**src/rtl/pcirq_pkg.sv**
```systemverilog
package pcirq_pkg;
  localparam int REG_W   = 8;
  localparam int NUM_GRP = 2;

  localparam logic [1:0] ADDR_MASK0 = 2'd0;
  localparam logic [1:0] ADDR_MASK1 = 2'd1;
  localparam logic [1:0] ADDR_CLEAR = 2'd2;

  // strobes from register decode to the detection datapath
  typedef struct packed {
    logic [NUM_GRP-1:0] wrMask;
    logic [NUM_GRP-1:0] clrFlag;
    logic [REG_W-1:0]   data;
  } pcStrobe_t;
endpackage

```
**src/rtl/pcirq_ctrl.sv**
```systemverilog
module pcirq_ctrl
  import pcirq_pkg::*;
(
  input  logic             wrEn,
  input  logic [1:0]       wrAddr,
  input  logic [REG_W-1:0] wrData,
  output pcStrobe_t        strobe
);
  always_comb begin
    strobe      = '0;
    strobe.data = wrData;
    if (wrEn) begin
      unique case (wrAddr)
        ADDR_MASK0: strobe.wrMask[0] = 1'b1;
        ADDR_MASK1: strobe.wrMask[1] = 1'b1;
        ADDR_CLEAR: strobe.clrFlag   = wrData[NUM_GRP-1:0];
        default:    strobe.clrFlag   = '0;
      endcase
    end
  end
endmodule

```
**src/rtl/pcirq_group.sv**
```systemverilog
module pcirq_group #(
  parameter int W = 8
) (
  input  logic         clk,
  input  logic         rstN,
  input  logic [W-1:0] pins,
  input  logic         maskWr,
  input  logic [W-1:0] maskData,
  input  logic         flagClr,
  output logic         flag,
  output logic         wake
);
  logic [W-1:0] mask;
  logic [W-1:0] pinLat;
  logic [W-1:0] pinSync;
  logic         toggleHit;

  always_ff @(posedge clk) begin
    if (!rstN) begin
      mask      <= '0;
      pinLat    <= pins;
      pinSync   <= pins;
      toggleHit <= 1'b0;
      flag      <= 1'b0;
    end else begin
      if (maskWr) mask <= maskData;
      pinLat    <= pins;
      pinSync   <= pinLat;
      toggleHit <= |((pinLat ^ pinSync) & mask);
      // a new hit outranks a clear on the same edge
      if (toggleHit)    flag <= 1'b1;
      else if (flagClr) flag <= 1'b0;
    end
  end

  // unclocked path: live level against last sampled level
  assign wake = |((pins ^ pinLat) & mask);
endmodule

```
**src/rtl/pcirq_dpath.sv**
```systemverilog
module pcirq_dpath
  import pcirq_pkg::*;
#(
  parameter  int GRP0_W = 8,
  parameter  int GRP1_W = 4,
  localparam int NPINS  = GRP0_W + GRP1_W
) (
  input  logic               clk,
  input  logic               rstN,
  input  logic [NPINS-1:0]   pinIn,
  input  pcStrobe_t          strobe,
  output logic [NUM_GRP-1:0] flag,
  output logic               wakeReq
);
  logic [NUM_GRP-1:0] grpWake;

  for (genvar g = 0; g < NUM_GRP; g++) begin : gGrp
    localparam int GW  = (g == 0) ? GRP0_W : GRP1_W;
    localparam int LSB = (g == 0) ? 0 : GRP0_W;
    pcirq_group #(.W(GW)) uGroup (
      .clk      (clk),
      .rstN     (rstN),
      .pins     (pinIn[LSB +: GW]),
      .maskWr   (strobe.wrMask[g]),
      .maskData (strobe.data[GW-1:0]),
      .flagClr  (strobe.clrFlag[g]),
      .flag     (flag[g]),
      .wake     (grpWake[g])
    );
  end

  assign wakeReq = |grpWake;
endmodule

```
**src/rtl/pin_toggle_irq.sv**
```systemverilog
module pin_toggle_irq
  import pcirq_pkg::*;
#(
  parameter  int GRP0_W = 8,
  parameter  int GRP1_W = 4,
  localparam int NPINS  = GRP0_W + GRP1_W
) (
  input  logic               clk,
  input  logic               rstN,
  input  logic [NPINS-1:0]   pinIn,
  input  logic               wrEn,
  input  logic [1:0]         wrAddr,
  input  logic [REG_W-1:0]   wrData,
  output logic [NUM_GRP-1:0] flag,
  output logic               wakeReq
);
  pcStrobe_t strobe;

  pcirq_ctrl uCtrl (
    .wrEn   (wrEn),
    .wrAddr (wrAddr),
    .wrData (wrData),
    .strobe (strobe)
  );

  pcirq_dpath #(.GRP0_W(GRP0_W), .GRP1_W(GRP1_W)) uDpath (
    .clk     (clk),
    .rstN    (rstN),
    .pinIn   (pinIn),
    .strobe  (strobe),
    .flag    (flag),
    .wakeReq (wakeReq)
  );
endmodule

```
**config.mk**
```make
export PLATFORM = sky130hd
export DESIGN_NAME = pin_toggle_irq
export DESIGN_NICKNAME = d
export VERILOG_FILES = /design/src/rtl/pcirq_pkg.sv /design/src/rtl/pcirq_ctrl.sv /design/src/rtl/pcirq_group.sv /design/src/rtl/pcirq_dpath.sv /design/src/rtl/pin_toggle_irq.sv
export SDC_FILE = /design/constraint.sdc
export NUM_CORES = 1
export LEC_CHECK = 0
export BUFFER_PORTS_ARGS = -buffer_cell sky130_fd_sc_hd__buf_2
export CELL_PAD_IN_SITES_DETAIL_PLACEMENT = 0
export CELL_PAD_IN_SITES_GLOBAL_PLACEMENT = 2
export CORE_UTILIZATION = 35
export DETAILED_ROUTE_END_ITERATION = 8
export PLACE_DENSITY = 0.87
export SLEW_MARGIN = 20
export SYNTH_ARGS = -nofsm -noshare
export SYNTH_HDL_FRONTEND = slang
export SYNTH_HIERARCHICAL = 1
export SYNTH_SLANG_ARGS = --single-unit
```
**constraint.sdc**
```tcl
create_clock -name clk -period 1.35 [get_ports clk]
set_input_delay 0.27 -clock clk [delete_from_list [all_inputs] [get_ports clk]]
set_output_delay 0.27 -clock clk [all_outputs]
set_load 0.01 [all_outputs]
```
==> results of run 1 <==
[registers in the layout, summed over array words and instances (netlist names)]
name,flops
uDpath/gGrp.uGroup/flag,2
uDpath/gGrp.uGroup/pinSync,12
uDpath/gGrp.uGroup/pinLat,12
uDpath/gGrp.uGroup/mask,12
uDpath/gGrp.uGroup/toggleHit,2
[final timing paths]
path         slack (ps)                                         end  cells past startpoint                                  startpoint
max                -360                                     wakeReq                      5     uDpath/gGrp[0].uGroup/pinLat[6]$_DFF_P_
min                 120     uDpath/gGrp[0].uGroup/pinLat[7]$_DFF_P_                      1                                    pinIn[7]
max reg2reg         240  uDpath/gGrp[0].uGroup/toggleHit$_SDFF_PN0_                      4     uDpath/gGrp[0].uGroup/pinLat[0]$_DFF_P_
min reg2reg         450     uDpath/gGrp[0].uGroup/flag$_SDFFE_PN0P_                      2  uDpath/gGrp[0].uGroup/toggleHit$_SDFF_PN0_
[where the power goes]
group          internal [uW]  switching [uW]
Clock                    407             385
Combinational            160             122
Sequential              1250            38.5
[cells in the final DEF (no fill, tap or decap)]
cell type / n
buf_12: 1
and4b_1: 2
xor2_1: 24
inv_1: 1
clkinv_2: 2
a21boi_1: 1
or2_1: 1
nor2_1: 9
a21oi_1: 1
nor3b_1: 1
a22oi_1: 12
and3b_2: 1
nand4_1: 1
dfxtp_1: 38
clkbuf_8: 6
dfxtp_2: 2
nor2b_1: 5
nand2_1: 1
buf_2: 27
mux2_2: 12
o21a_1: 1
clkinv_1: 1
a41oi_1: 1
mux2i_1: 12
buf_4: 17
[layout make-up]
type | instances | area [um^2]
Sequential cell | 40 | 803
Tap cell | 52 | 65.1
Inverter | 2 | 7.51
Fill cell | 429 | 2430
Clock inverter | 2 | 10.0
Multi-Input combinational cell | 85 | 703
Clock buffer | 6 | 82.6
Timing Repair Buffer | 45 | 283
[timing repair]
item | CTS | global route
gates resized for setup | 1 | 1
pin swaps | 3 | 0
hold buffers | 0 | 0
setup endpoints to repair | 1 | 1
[critical path: stages (launching register included)]
cell and delay (ps):
dfxtp_2 340, xor2_1 150, a22oi_1 190, nand4_1 120, or2_1 220, buf_2 140
[layer usage]
metal	up-vias	share of wire	routed length, um	track usage
met1	491	0.48	1390	0.161
met5	-	0	0	0
met2	19	0.46	1350	0.204
li1	550	-	-	-
met4	0	0.019	54	0.0794
met3	5	0.041	119	0.0334
[synth_stat cells]
cell type and instances:
mux2_2 12, a41oi_1 1, buf_6 1, nand4_1 1, nor3b_1 1, a22oi_1 12, xor2_1 24, clkinv_1 1
inv_1 1, nor2b_1 5, clkbuf_2 1, a21oi_1 1, buf_2 2, or2_1 1, dfxtp_1 40, a21boi_1 1
nand2_1 1, mux2i_1 12, buf_4 8, o21a_1 1, and4b_1 2, and3b_2 1, nor2_1 9
[cells by family (layout without fill, tap and decap cells)]
logic type / count (synthesis) / in the layout / synth area share
AOI/OAI and AO/OA: 16 / 16 / 0.0744
xor gates and xnor gates: 24 / 24 / 0.132
buffers and inverters: 14 / 55 / 0.0587
DFF: 40 / 40 / 0.501
muxes: 24 / 24 / 0.160
and+or+nand+nor: 21 / 21 / 0.0744
[metrics by stage]
stage	power, uW	util	hold slack [ps]
after floorplan	1480	-	298
after global placement	1590	0.424	407
after detailed placement	1600	0.424	411
after CTS	2390	0.445	112
after global routing	2480	0.446	113
final	2360	0.446	120
==> impl_metrics.toml, run 1 <==
[status]
status = "complete, but fails checks"
failing_checks = "setup timing"

[sta]
setup_ws_final_ps = -360
slew_headroom = 0.815
period_needed_ps = 1710
timing.clock.skew_ps = 4.18
worst-slew-pin-transition_ps = 277
finalCritPeriodShare = 1.27
setup_viol_count_final = 1
totalNegativeSetupSlack_ps = -360
max_slew_vio_count = 0
maximum_clock_frequency_mhz = 585
finalHoldViolations = 0
grt_setup_unrepaired = "yes"

[critical_path]
worst-setup-path-type = "reg2out"
critical_path_required_ps = 1080
crit_path_end_kind = "output port"
cp_max_fo = 2
crit_path_start_kind = "register"
timing.critical_path.arrival_ps = 1440

[detailed_routing]
drt_iter0_markers = 19
detail_route.wirelength_mm = 2.91
detailed_route_vias_per_instance = 4.59
post_dr_wirelength_cell_um = 12.5
dr.pass1.iters = 4
routed-via-count = 1065
route.detailed.drc = 0
drt.antenna.violating_nets = 0

[grt]
grt_pass1_wl_mm = 4.91
grt_pass1_vias = 1112
globalRoute.totalOverflow = 0
pin_count_of_the_biggest_net_entering_global_routing = 13
initial_antenna_violation_count = 0
groute.usage.overall = 0.130

[synth]
fraction_of_the_yosys_area_taken_by_sequential_cells = 0.501
synthTopCellsByArea = "dfxtp_1 (50%), xor2_1 (13%), mux2_2 (8.5%), mux2i_1 (7.5%), a22oi_1 (5.6%)"
synth.largest_area_cell = "dfxtp_1"
synth_fp_nets = 164
post-synth-top-area-fraction = 0.501
synth_warnings = 6
synth_cell_types = 23
synth_seq_cells = 40
syn-cell-area_mm2 = 0.00160
post_synth_inst_count = 139
syn_avg_cell_area_um2 = 11.5

[clock_tree]
clock-root-buffer = "clkbuf_8"
tritoncts_clock_tree = "built"
clk_pin_slew_worst_paths_ps = 70
buffers_from_clock_root_to_sink_at_most = 2
clock-sinks = 40
cts_post_setup_buffers_inserted = 0
tritoncts.num_buffers = 5
clkLatencyLatePin_ps = 280
clock_tree.htree_level_count = 2

[floorplanning]
die_x_um = 69.6
core_mm2 = 0.00438
die_area_mm2 = 0.00484
floorplan.initialDensity = 0.364
die_h_um = 69.6
row_cnt = 24
num_io_pins = 28

[power]
cellLeakagePower_uw = 0.000844
vdd_ir_drop_max_mv = 0.682
power.density_cell_area_mw_per_mm2 = 1210

[layout]
drive_above_1_share = 0.378
layout.cells.non_filler = 232
antenna_cells_inserted = 0
area_growth_syn_to_layout_pct = 22.3
finalNetCount = 204
fin_area_mm2 = 0.00195

[place]
dpl.cell_count = 224
port_buffers = 27
post-place-ws_ps = -171
gp_congestion = 0.773
place_area_mm2 = 0.00186
post-dp-hpwl_mm = 2.23

[job]
max-cap-violations = 0

[min_path]
timing.hold.worst.class = "in2reg"
(Power assumes the default switching activity.)
==> inputs of run 2 (changes only) <==
--- a/config.mk
+++ b/config.mk
@@ -11,6 +11,7 @@
 export CORE_UTILIZATION = 35
 export DETAILED_ROUTE_END_ITERATION = 8
 export PLACE_DENSITY = 0.87
+export SETUP_SLACK_MARGIN = 0.2
 export SLEW_MARGIN = 20
 export SYNTH_ARGS = -nofsm -noshare
 export SYNTH_HDL_FRONTEND = slang
==> impl_metrics.toml, run 2 (synthesis gave the netlist of run 1 again) <==
[place]
post-dp-hpwl_mm = 2.25
dpl.cell_count = 224
port_buffers = 27
post-place-ws_ps = -198
gp_congestion = 0.816

[grt]
grt_pass1_vias = 1094
globalRoute.totalOverflow = 0
grt_pass1_wl_mm = 4.96
initial_antenna_violation_count = 0
groute.usage.overall = 0.130
pin_count_of_the_biggest_net_entering_global_routing = 14

[sta]
max_slew_vio_count = 0
worst-slew-pin-transition_ps = 193
slew_headroom = 0.872
maximum_clock_frequency_mhz = 582
grt_setup_unrepaired = "yes"
timing.clock.skew_ps = 8.84
setup_ws_final_ps = -369
finalHoldViolations = 0
setup_viol_count_final = 1
period_needed_ps = 1720
finalCritPeriodShare = 1.27

[clock_tree]
tritoncts_clock_tree = "built"
tritoncts.num_buffers = 5
clk_pin_slew_worst_paths_ps = 80
clock_tree.htree_level_count = 2
buffers_from_clock_root_to_sink_at_most = 2
clkLatencyLatePin_ps = 280
clock-root-buffer = "clkbuf_8"
clock-sinks = 40

[critical_path]
worst-setup-path-type = "reg2out"
cell_family_with_the_largest_share_of_critical_path_delay = "simple AND/OR/NAND/NOR gates"
critical_path.slowest_cell = "dfxtp_2"
crit_path_start = "uDpath/gGrp[0].uGroup/pinLat[6]$_DFF_P_"
timing.critical_path.arrival_ps = 1450
r2r_start = "uDpath/gGrp[0].uGroup/pinLat[6]$_DFF_P_"
worst-path-buf-inv = 1
critical_path_required_ps = 1080
cp_cell_sequence = "xor2_1 -> a22oi_1 -> nand4_1 -> or2_1 -> buf_2"
timing.critical_path.slowest_cell_delay_ps = 330
crit_path_end_kind = "output port"
crit_path_start_kind = "register"
cp_max_fo = 2

[detailed_routing]
drt.antenna.violating_nets = 0
post_dr_wirelength_cell_um = 12.4
detailed_route_vias_per_instance = 4.56
route.detailed.drc = 0
routed-via-count = 1059
detail_route.wirelength_mm = 2.87
dr.pass1.iters = 4
drt_iter0_markers = 29

[layout]
layout.cells.most_common_list = "dfxtp_1 (36), buf_2 (27), xor2_1 (24), buf_4 (18)"
finalNetCount = 204
largestRegisters = "uDpath/gGrp.uGroup/mask (12), uDpath/gGrp.uGroup/pinLat (12), uDpath/gGrp.uGroup/pinSync (12)"
final_common_cell = "dfxtp_1"
area_growth_syn_to_layout_pct = 23.2
layout.cells.non_filler = 232
drive_above_1_share = 0.394
antenna_cells_inserted = 0

[floorplanning]
die_h_um = 69.6
core_mm2 = 0.00438
num_io_pins = 28
row_cnt = 24
die_area_mm2 = 0.00484
die_x_um = 69.6
floorplan.initialDensity = 0.364

[power]
design_power_total_uw = 2510
power.density_cell_area_mw_per_mm2 = 1280
cellLeakagePower_uw = 0.000843
vdd_ir_drop_max_mv = 0.630

[min_path]
hold_start = "pinIn[11]"
timing.hold.worst.class = "in2reg"

[job]
max-cap-violations = 0

[status]
failing_checks = "setup timing"
status = "complete, but fails checks"
[run 2: area by class of cell]
| cell class | instances | area, um^2 |
|---|---|---|
| Clock inverter | 3 | 42.5 |
| Sequential cell | 40 | 806 |
| Timing Repair Buffer | 45 | 270 |
| Inverter | 2 | 7.51 |
| Tap cell | 52 | 65.1 |
| Multi-Input combinational cell | 85 | 708 |
| Clock buffer | 5 | 68.8 |
| Fill cell | 423 | 2420 |
[run 2: routing by layer]
metal / up-vias / share of wire / global-route usage
li1: 550 / - / -
met1: 483 / 0.48 / 0.164
met2: 22 / 0.46 / 0.205
met3: 4 / 0.039 / 0.0334
met4: 0 / 0.023 / 0.0658
met5: - / 0 / 0
[run 2: metrics by stage]
step	instance area [um^2]	hold WS (ps)	setup TNS, ps	util
6_report	1970	120	-369	0.449
5_1_grt	1970	110	-474	0.449
4_1_cts	1960	112	-389	0.448
3_5_place_dp	1850	410	-198	0.422
3_3_place_gp	1850	407	-207	0.422
2_1_floorplan	1600	298	0	-
[run 2: path summary, 6_finish.rpt]
check / slack (ps) / cells past startpoint / to
hold / removal: 120 / 1 / uDpath/gGrp[1].uGroup/pinLat[3]$_DFF_P_
setup / recovery: -370 / 5 / wakeReq
hold reg to reg: 450 / 1 / uDpath/gGrp[1].uGroup/flag$_SDFFE_PN0P_
setup reg to reg: 290 / 4 / uDpath/gGrp[0].uGroup/toggleHit$_SDFF_PN0_
[run 2: report_power, final]
group          internal (uW)  total [uW]  switching (uW)
clock network            547         946             399
logic                    156         279             123
registers               1250        1290            38.3
total                   1950        2510             561
[run 2: what timing repair did]
item / in CTS / in global routing
cloned: 0 / 0
setup buffers: 0 / 0
hold buffers: 0 / 0
pin swaps: 3 / 2
gates resized for setup: 0 / 1
endpoints found under the setup margin: 1 / 2
